## src/rtl/scl_timebase.sv

```systemverilog
module scl_timebase #(
  parameter int CW      = 16,
  parameter int CLK_KHZ = 50000
) (
  input  logic          clk,
  input  logic          rst_n,
  input  logic          enable,
  input  logic          cfg_we,
  input  logic [2:0]    cfg_addr,
  input  logic [CW-1:0] cfg_wdata,
  input  logic          start_req,
  input  logic          bit_req,
  input  logic          stop_req,
  input  logic          scl_in,
  output logic          scl_drive_low,
  output logic          sda_cond_low,
  output logic          bit_done,
  output logic          busy
);

  localparam logic [CW-1:0] STD_HI0  = CW'((CLK_KHZ * 43 + 5000) / 10000 - 3);
  localparam logic [CW-1:0] STD_LO0  = CW'((CLK_KHZ * 50 + 5000) / 10000 - 1);
  localparam logic [CW-1:0] FAST_HI0 = CW'((CLK_KHZ * 9 + 5000) / 10000 - 3);
  localparam logic [CW-1:0] FAST_LO0 = CW'((CLK_KHZ * 16 + 5000) / 10000 - 1);
  localparam logic [2:0]    CODE_STD  = 3'h2;
  localparam logic [2:0]    CODE_FAST = 3'h4;

  typedef enum logic [2:0] {S_IDLE, S_START, S_LOW, S_HIGH, S_STOP} st_t;

  st_t            st;
  logic [CW:0]    cnt;
  logic [CW-1:0]  std_hi, std_lo, fast_hi, fast_lo;
  logic           fast_mode, pend_bit, pend_stop;

  always_ff @(posedge clk or negedge rst_n) begin
    if (!rst_n) begin
      std_hi    <= STD_HI0;
      std_lo    <= STD_LO0;
      fast_hi   <= FAST_HI0;
      fast_lo   <= FAST_LO0;
      fast_mode <= 1'b0;
    end else if (cfg_we && !enable) begin
      case (cfg_addr)
        3'd0: std_hi  <= cfg_wdata;
        3'd1: std_lo  <= cfg_wdata;
        3'd2: fast_hi <= cfg_wdata;
        3'd3: fast_lo <= cfg_wdata;
        3'd4: begin
          if (cfg_wdata[2:0] == CODE_FAST)     fast_mode <= 1'b1;
          else if (cfg_wdata[2:0] == CODE_STD) fast_mode <= 1'b0;
        end
        default: ;
      endcase
    end
  end

  wire [CW:0] hi_sel   = {1'b0, fast_mode ? fast_hi : std_hi};
  wire [CW:0] lo_sel   = {1'b0, fast_mode ? fast_lo : std_lo};
  wire        lo_end   = cnt == lo_sel;
  wire        hi_end   = cnt == hi_sel + (CW+1)'(7);
  wire        hold_end = cnt == hi_sel + (CW+1)'(2);
  wire        take_bit  = enable && st == S_LOW && lo_end && pend_bit;
  wire        take_stop = enable && st == S_LOW && lo_end && !pend_bit && pend_stop;
  wire        active    = enable && st != S_IDLE;

  always_ff @(posedge clk or negedge rst_n) begin
    if (!rst_n) begin
      st       <= S_IDLE;
      cnt      <= '0;
      bit_done <= 1'b0;
    end else begin
      bit_done <= 1'b0;
      if (!enable) begin
        st  <= S_IDLE;
        cnt <= '0;
      end else begin
        case (st)
          S_IDLE: if (start_req) begin
            st  <= S_START;
            cnt <= '0;
          end
          S_START: if (scl_in) begin
            if (hold_end) begin
              st  <= S_LOW;
              cnt <= '0;
            end else cnt <= cnt + 1'b1;
          end
          S_LOW: begin
            if (!lo_end) cnt <= cnt + 1'b1;
            else if (take_bit) begin
              st  <= S_HIGH;
              cnt <= '0;
            end else if (take_stop) begin
              st  <= S_STOP;
              cnt <= '0;
            end
          end
          S_HIGH: if (scl_in) begin
            if (hi_end) begin
              st       <= S_LOW;
              cnt      <= '0;
              bit_done <= 1'b1;
            end else cnt <= cnt + 1'b1;
          end
          S_STOP: if (scl_in) begin
            if (hi_end) begin
              st  <= S_IDLE;
              cnt <= '0;
            end else cnt <= cnt + 1'b1;
          end
          default: st <= S_IDLE;
        endcase
      end
    end
  end

  always_ff @(posedge clk or negedge rst_n) begin
    if (!rst_n) begin
      pend_bit  <= 1'b0;
      pend_stop <= 1'b0;
    end else if (!active) begin
      pend_bit  <= 1'b0;
      pend_stop <= 1'b0;
    end else begin
      pend_bit  <= (pend_bit & ~take_bit) | bit_req;
      pend_stop <= (pend_stop & ~take_stop) | stop_req;
    end
  end

  assign scl_drive_low = st == S_LOW;
  assign sda_cond_low  = st != S_IDLE;
  assign busy          = st != S_IDLE;

  p_cfg_locked_r1: assert property (@(posedge clk) disable iff (!rst_n)
    enable |=> $stable({std_hi, std_lo, fast_hi, fast_lo, fast_mode}));

  p_low_len_r3: assert property (@(posedge clk) disable iff (!rst_n || !enable)
    $fell(scl_drive_low) |-> $past(cnt) == $past(lo_sel));

  p_stretch_hold_r6: assert property (@(posedge clk) disable iff (!rst_n || !enable)
    (busy && !scl_drive_low && !scl_in) |=> $stable(cnt));

  p_start_from_req_r7: assert property (@(posedge clk) disable iff (!rst_n)
    $rose(busy) |-> $past(start_req));

  p_done_in_low_r10: assert property (@(posedge clk) disable iff (!rst_n)
    bit_done |-> scl_drive_low);

endmodule

```

## config.mk

```make
export PLATFORM = sky130hd
export DESIGN_NAME = scl_timebase
export DESIGN_NICKNAME = d
export VERILOG_FILES = /design/src/rtl/scl_timebase.sv
export SDC_FILE = /design/constraint.sdc
export NUM_CORES = 1
export LEC_CHECK = 0
export BUFFER_PORTS_ARGS = -buffer_cell sky130_fd_sc_hd__buf_4
export CAP_MARGIN = 15
export CELL_PAD_IN_SITES_DETAIL_PLACEMENT = 1
export CELL_PAD_IN_SITES_GLOBAL_PLACEMENT = 1
export CORE_AREA = 5 5 149 151
export CTS_CLUSTER_DIAMETER = 150
export CTS_CLUSTER_SIZE = 12
export DETAILED_ROUTE_END_ITERATION = 10
export DIE_AREA = 0 0 154 156
export GPL_ROUTABILITY_DRIVEN = 0
export PLACE_DENSITY = 0.59
export SYNTH_ARGS = -nofsm -noshare
export SYNTH_HDL_FRONTEND = slang
export SYNTH_SLANG_ARGS = --single-unit
```

## constraint.sdc

```tcl
create_clock -name clk -period 3.98 [get_ports clk]
set_input_delay 0.597 -clock clk [delete_from_list [all_inputs] [get_ports clk]]
set_output_delay 0.597 -clock clk [all_outputs]
set_load 0.02 [all_outputs]
```

## Yosys cells after proc, flatten, opt, wreduce, memory -nomap -nowiden

Cells that the tools add are included.

- Output and inout bits: 4
- Register bits: 88
- Word-level logic and storage cells: 97

- Bitwise logic cells: 6
- Add/subtract/negate cells: 3
- Equal/unequal tests: 25
- Reduce and logical (&&, ||, !) cells: 21
- Mux-type cells: 32

Operators by type and width:

| kind | count |
|---|---|
| 17-bit two-way mux | 9 |
| 17-bit case mux with 4 select lines | 1 |
| 17-bit equality test | 2 |
| 3-bit two-way mux | 11 |
| 16-bit two-way mux | 2 |
| 3-bit inequality test (second input constant) | 7 |
| 16-bit by 2-bit adder with 17-bit output (second input constant) | 1 |
| 16-bit by 3-bit adder with 17-bit output (second input constant) | 1 |
| 17-bit by 1-bit adder with 17-bit output (second input constant) | 1 |
| 17-bit by 16-bit equality test with 1-bit output | 1 |
| 3-bit by 2-bit equality test with 1-bit output (second input constant) | 5 |
| 3-bit case mux with 5 select lines | 1 |
| 3-bit equality test (second input constant) | 3 |
| 9-bit AND reduction | 1 |
| 1-bit two-way mux | 8 |
| 2-bit AND reduction | 4 |
| 1-bit logical AND | 7 |
| 3-bit by 1-bit equality test with 1-bit output (second input constant) | 2 |
| 3-bit logical NOT | 2 |
| 3-bit by 2-bit inequality test with 1-bit output (second input constant) | 2 |
| 5-bit by 2-bit inequality test with 1-bit output (second input constant) | 1 |
| 5-bit by 3-bit inequality test with 1-bit output (second input constant) | 1 |
| 5-bit AND reduction | 1 |
| 4-bit by 2-bit inequality test with 1-bit output (second input constant) | 1 |
| other kinds (8) | 12 |

## Depth between registers and ports, before layout

- Depth after elaboration: 10
- Depth in mapped cells: 16

## Worst setup path before layout

Ideal clock, no wire load.

- Kind: reg-to-reg
- Start point: reg fast_mode
- End point: reg cnt[11]
- Data required time: 3.859 ns
- Library setup time: 0.121 ns
- Cell stages (with the launch flop): 16
- Setup slack: 0.210 ns
- Arrival: 3.649 ns
- Clock period less this slack: 3.770 ns
- Cells stage by stage: dfrtp_1 > buf_6 > buf_6 > buf_4 > buf_2 > mux2i_1 > ha_1 > inv_1 > o21ai_2 > xnor2_1 > nand4_1 > or4_1 > or3_1 > a31o_1 > o2111a_2 > a22o_1

- Longest elaborated chain between the ends: 8
- Elaborated cells on any way between the ends: 21

Ends and longest elaborated chain:

| what | line | source |
|---|---|---|
| start: declaration | 33 | `logic fast_mode, pend_bit, pend_stop;` |
| start signal: assignment | 41 | `fast_mode <= 1'b0;` |
| start signal: assignment | 49 | `if (cfg_wdata[2:0] == CODE_FAST) fast_mode <= 1'b1;` |
| start signal: assignment | 50 | `else if (cfg_wdata[2:0] == CODE_STD) fast_mode <= 1'b0;` |
| branches (longest 8 deep; another with 16-bit by 3-bit adder with 17-bit output) | -- |  |
| end signal: assignment | 86 | `end else cnt <= cnt + 1'b1;` |
| end signal: assignment | 89 | `if (!lo_end) cnt <= cnt + 1'b1;` |
| end signal: assignment | 103 | `end else cnt <= cnt + 1'b1;` |
| end: declaration | 31 | `logic [CW:0] cnt;` |

Parallel ways; which one is timed is not known. The select of a mux whose other input is x is not followed.
A chain may end at the register's enable or synchronous reset.

## Final worst setup path

- Start point: reg fast_mode
- End point: reg st[1]

- Longest elaborated chain between the ends: 8
- Elaborated cells on any way between the ends: 21

Ends and longest elaborated chain:

| what | line | source |
|---|---|---|
| branches (longest 8 deep; another with 16-bit by 2-bit adder with 17-bit output) | -- |  |
| end signal: assignment | 74 | `st <= S_IDLE;` |
| end signal: assignment | 79 | `st <= S_START;` |
| end signal: assignment | 91 | `st <= S_HIGH;` |
| end: declaration | 30 | `st_t st;` |

Parallel ways; which one is timed is not known. The select of a mux whose other input is x is not followed.

==> out/qor.csv <==
metric;value;unit
detailroute.via_count;4178;
cts_num_sinks;88;
h_tree_levels;3;
finalMaxSlewViolations;0;
rsz0062_at_grt;false;
chain_of_cells_forming_the_critical_path;buf_4 -> nand3_1 -> a222oi_1 -> xnor2_1 -> a41oi_1 -> or4_1 -> or3_1 -> a22o_1 -> a211oi_2 -> mux2i_1;
detail-route-antenna-nets;0;
synth_top_cell_by_area;dfrtp_1;
fmax;267;MHz
synth_top_area_cells;dfrtp_1 32%, mux2_2 13%, dfstp_2 8.6%, xnor2_1 5.6%, mux2i_1 5.5%;
pre_cts_slack;-0.0870;ns
total_cts_buffers;9;
floorplan.die.height;156;um
route.detailed.drc;0;
post_layout_total_power;2.96;mW
route.detailed.vias_per_inst;5.05;
postSynth.asyncResetShare;1.00;
core_region_area;0.0207;mm^2
grt_total_usage;0.129;
maximum_number_of_pins_on_one_net_before_global_route_repair;69;
utilization_of_the_core_after_routing;0.303;
number_of_antenna_violations_at_the_first_check_in_global_routing;0;
grt_first_pass_wirelength;24700;um
postSynth.topFlopCell;dfrtp_1;
dpl-instance-area;0.00597;mm^2
hold_violations;0;
worstSetupStartpointType;register;
drt_wl_total;15100;um
number_of_global_route_vias_before_repair;4552;
master_of_the_slowest_instance_on_the_critical_path;dfrtp_2;
ys_types;60;
chipWidth;154;um
period_needed;3.74;ns
synthesis.instances;527;
final.period_utilization;0.940;
timing.reg2reg.setup_slack;0.24;ns
worstRegToRegCells;10;
ys.warnings.count;0;
synth_edf_count;0;
fin_skew;0.00728;ns
rr_startpoint;fast_mode$_DFFE_PN0P_;
cp.arrival;4.02;ns
max-cap-violations;0;
critical_path.startpoint;fast_mode$_DFFE_PN0P_;
slew_at_the_pin_with_the_worst_max_slew_slack;1.06;ns
leakage_power_figure;2.66;nW
tritoncts_clock_tree;yes;
timing.max_slew.rel_slack;0.290;
syn-mean-instance-area;10.4;um^2
ys_top_cells_by_count;70 x dfrtp_1, 64 x mux2_2, 40 x nand2_1;
setup_viol_count_final;0;
timing.rr.end;st[1]$_DFFE_PN0P_;
sum_of_net_half_perimeters_after_detailed_placement;11600;um
synth.yosys.seq_area_share;0.404;
rows;53;
clk_path_buf_depth;2;
synth.top_cell.area_share;0.318;
die-area;0.0240;mm^2
cp_top_family;compound AO/OA/AOI/OAI gates;
syn2layout_area_growth;14.1;%
critical_path.n_buffers_inverters;1;
flops_latches_synth;88;
starting_utilization_of_the_core_area;0.266;
ioPinCount;31;
design_area;0.00627;mm^2
wl_per_cell;18.2;um
final_critical_path_setup_slack;0.239;ns
grt.overflow.total;0;
drive_above_1_share;0.283;
vdd.ir_drop.worst;0.214;mV
detailedRoute.firstPassIterationCount;5;
mappedNetlistNets;559;
timing.setup.critical_path_class;register to register;
dr.first_iter.drc_count;211;
crit_fanout;27;
syn-cell-area;0.00550;mm^2
ant_diodes;0;
clock-root-buffer;clkbuf_16;
delay_of_the_slowest_cell_on_the_worst_path;0.46;ns
outcome;finished clean;
yosys.cell_count.top_type;dfrtp_1;
cts.reportedPaths.clkPinSlew;0.07;ns
timing.critical_path.depth;10;
io_buffers;30;
setup.worst_path.end_class;register;
crit_required;4.26;ns
clk_latency_worst_skew_pair;0.36;ns
finish.net_count;579;
power-per-cell-area;471;mW/mm^2
hold_path_class;primary input to async pin;
[layer usage]
layer | GRT usage | up-vias | share of wire
li1 | - | 1976 | -
met1 | 0.169 | 2136 | 0.47
met2 | 0.216 | 51 | 0.49
met3 | 0.0227 | 15 | 0.021
met4 | 0.0412 | 0 | 0.019
met5 | 0 | - | 0
[stage by stage]
stage / hold slack, ns / instances / TNS, ns
3_5_place_dp: 0.498 / 808 / -1.24
2_1_floorplan: 0.301 / 527 / 0
5_1_grt: 0.418 / 827 / 0
4_1_cts: 0.373 / 826 / 0
3_3_place_gp: 0.490 / 808 / 0
6_report: 0.352 / 827 / 0
[kinds of logic after synthesis]
| kind of cell | Yosys count | synth area share |
|---|---|---|
| XOR/XNOR | 46 | 0.0732 |
| buffers and inverters | 52 | 0.0480 |
| AND/OR/NAND/NOR | 146 | 0.145 |
| adder cells (fa/ha/maj) | 5 | 0.0114 |
| multiplexers | 96 | 0.194 |
| flip-flops | 88 | 0.404 |
| AO/OA/AOI/OAI | 94 | 0.125 |
[worst register-to-register path: stages (launching register included)]
cell      delay [ns]
dfrtp_2         0.46
buf_4           0.36
nand3_1         0.30
a222oi_1        0.46
xnor2_1         0.18
a41oi_1         0.13
or4_1           0.44
or3_1           0.42
a22o_1          0.29
a211oi_2        0.40
mux2i_1         0.22
[state kept, by name, summed over array words and instances (netlist names), 3 cells and up]
| signal | count |
|---|---|
| fast_hi | 16 |
| std_hi | 16 |
| fast_lo | 16 |
| cnt | 17 |
| std_lo | 16 |
| st | 3 |
[placed cells by master, fill, tap and decap left out, drive strengths merged, types with 4 or more instances in the layout]
cell     count
dfrtp       70
mux2        64
buf         43
nand2       40
xnor2       35
mux2i       32
o21ai       26
nand3       20
inv         19
dfstp       18
nor3        17
a21oi       17
nor2        12
xor2        11
nand3b      11
clkbuf      11
nand4        9
a22o         9
or3          7
o2111ai      7
and3         6
nor4         6
a31oi        5
and2         5
ha           5
a22oi        4
a222oi       4
[worst max path at each step]
| stage | endpoint |
|---|---|
| finish | st[1]$_DFFE_PN0P_ |
| global route | st[1]$_DFFE_PN0P_ |
| CTS | cnt[10]$_DFFE_PN0P_ |
| detailed placement | st[0]$_DFFE_PN0P_ |
| global placement | cnt[7]$_DFFE_PN0P_ |
| floorplan | cnt[11]$_DFFE_PN0P_ |
[power breakdown]
part / switching, mW / internal (mW)
combinational: 0.477 / 0.401
clock: 0.375 / 0.444
sequential: 0.167 / 1.09
[repair_timing]
action / 4_1_cts / 5_1_grt
resized for setup: 0 / 0
setup buffers: 2 / 1
endpoints found under the setup margin: 20 / 19
pin swaps: 1 / 1
hold endpoints to repair: 0 / 0
hold buffers: 0 / 0
[area by class of cell]
class / instances / area [um^2]
Sequential cell: 88 / 2230
Multi-Input combinational cell: 387 / 3020
Inverter: 18 / 67.6
Fill cell: 2357 / 14400
Clock buffer: 11 / 243
Tap cell: 275 / 344
Clock inverter: 5 / 40.0
Timing Repair Buffer: 43 / 335
No activity file was read; power rests on OpenSTA's default activity.
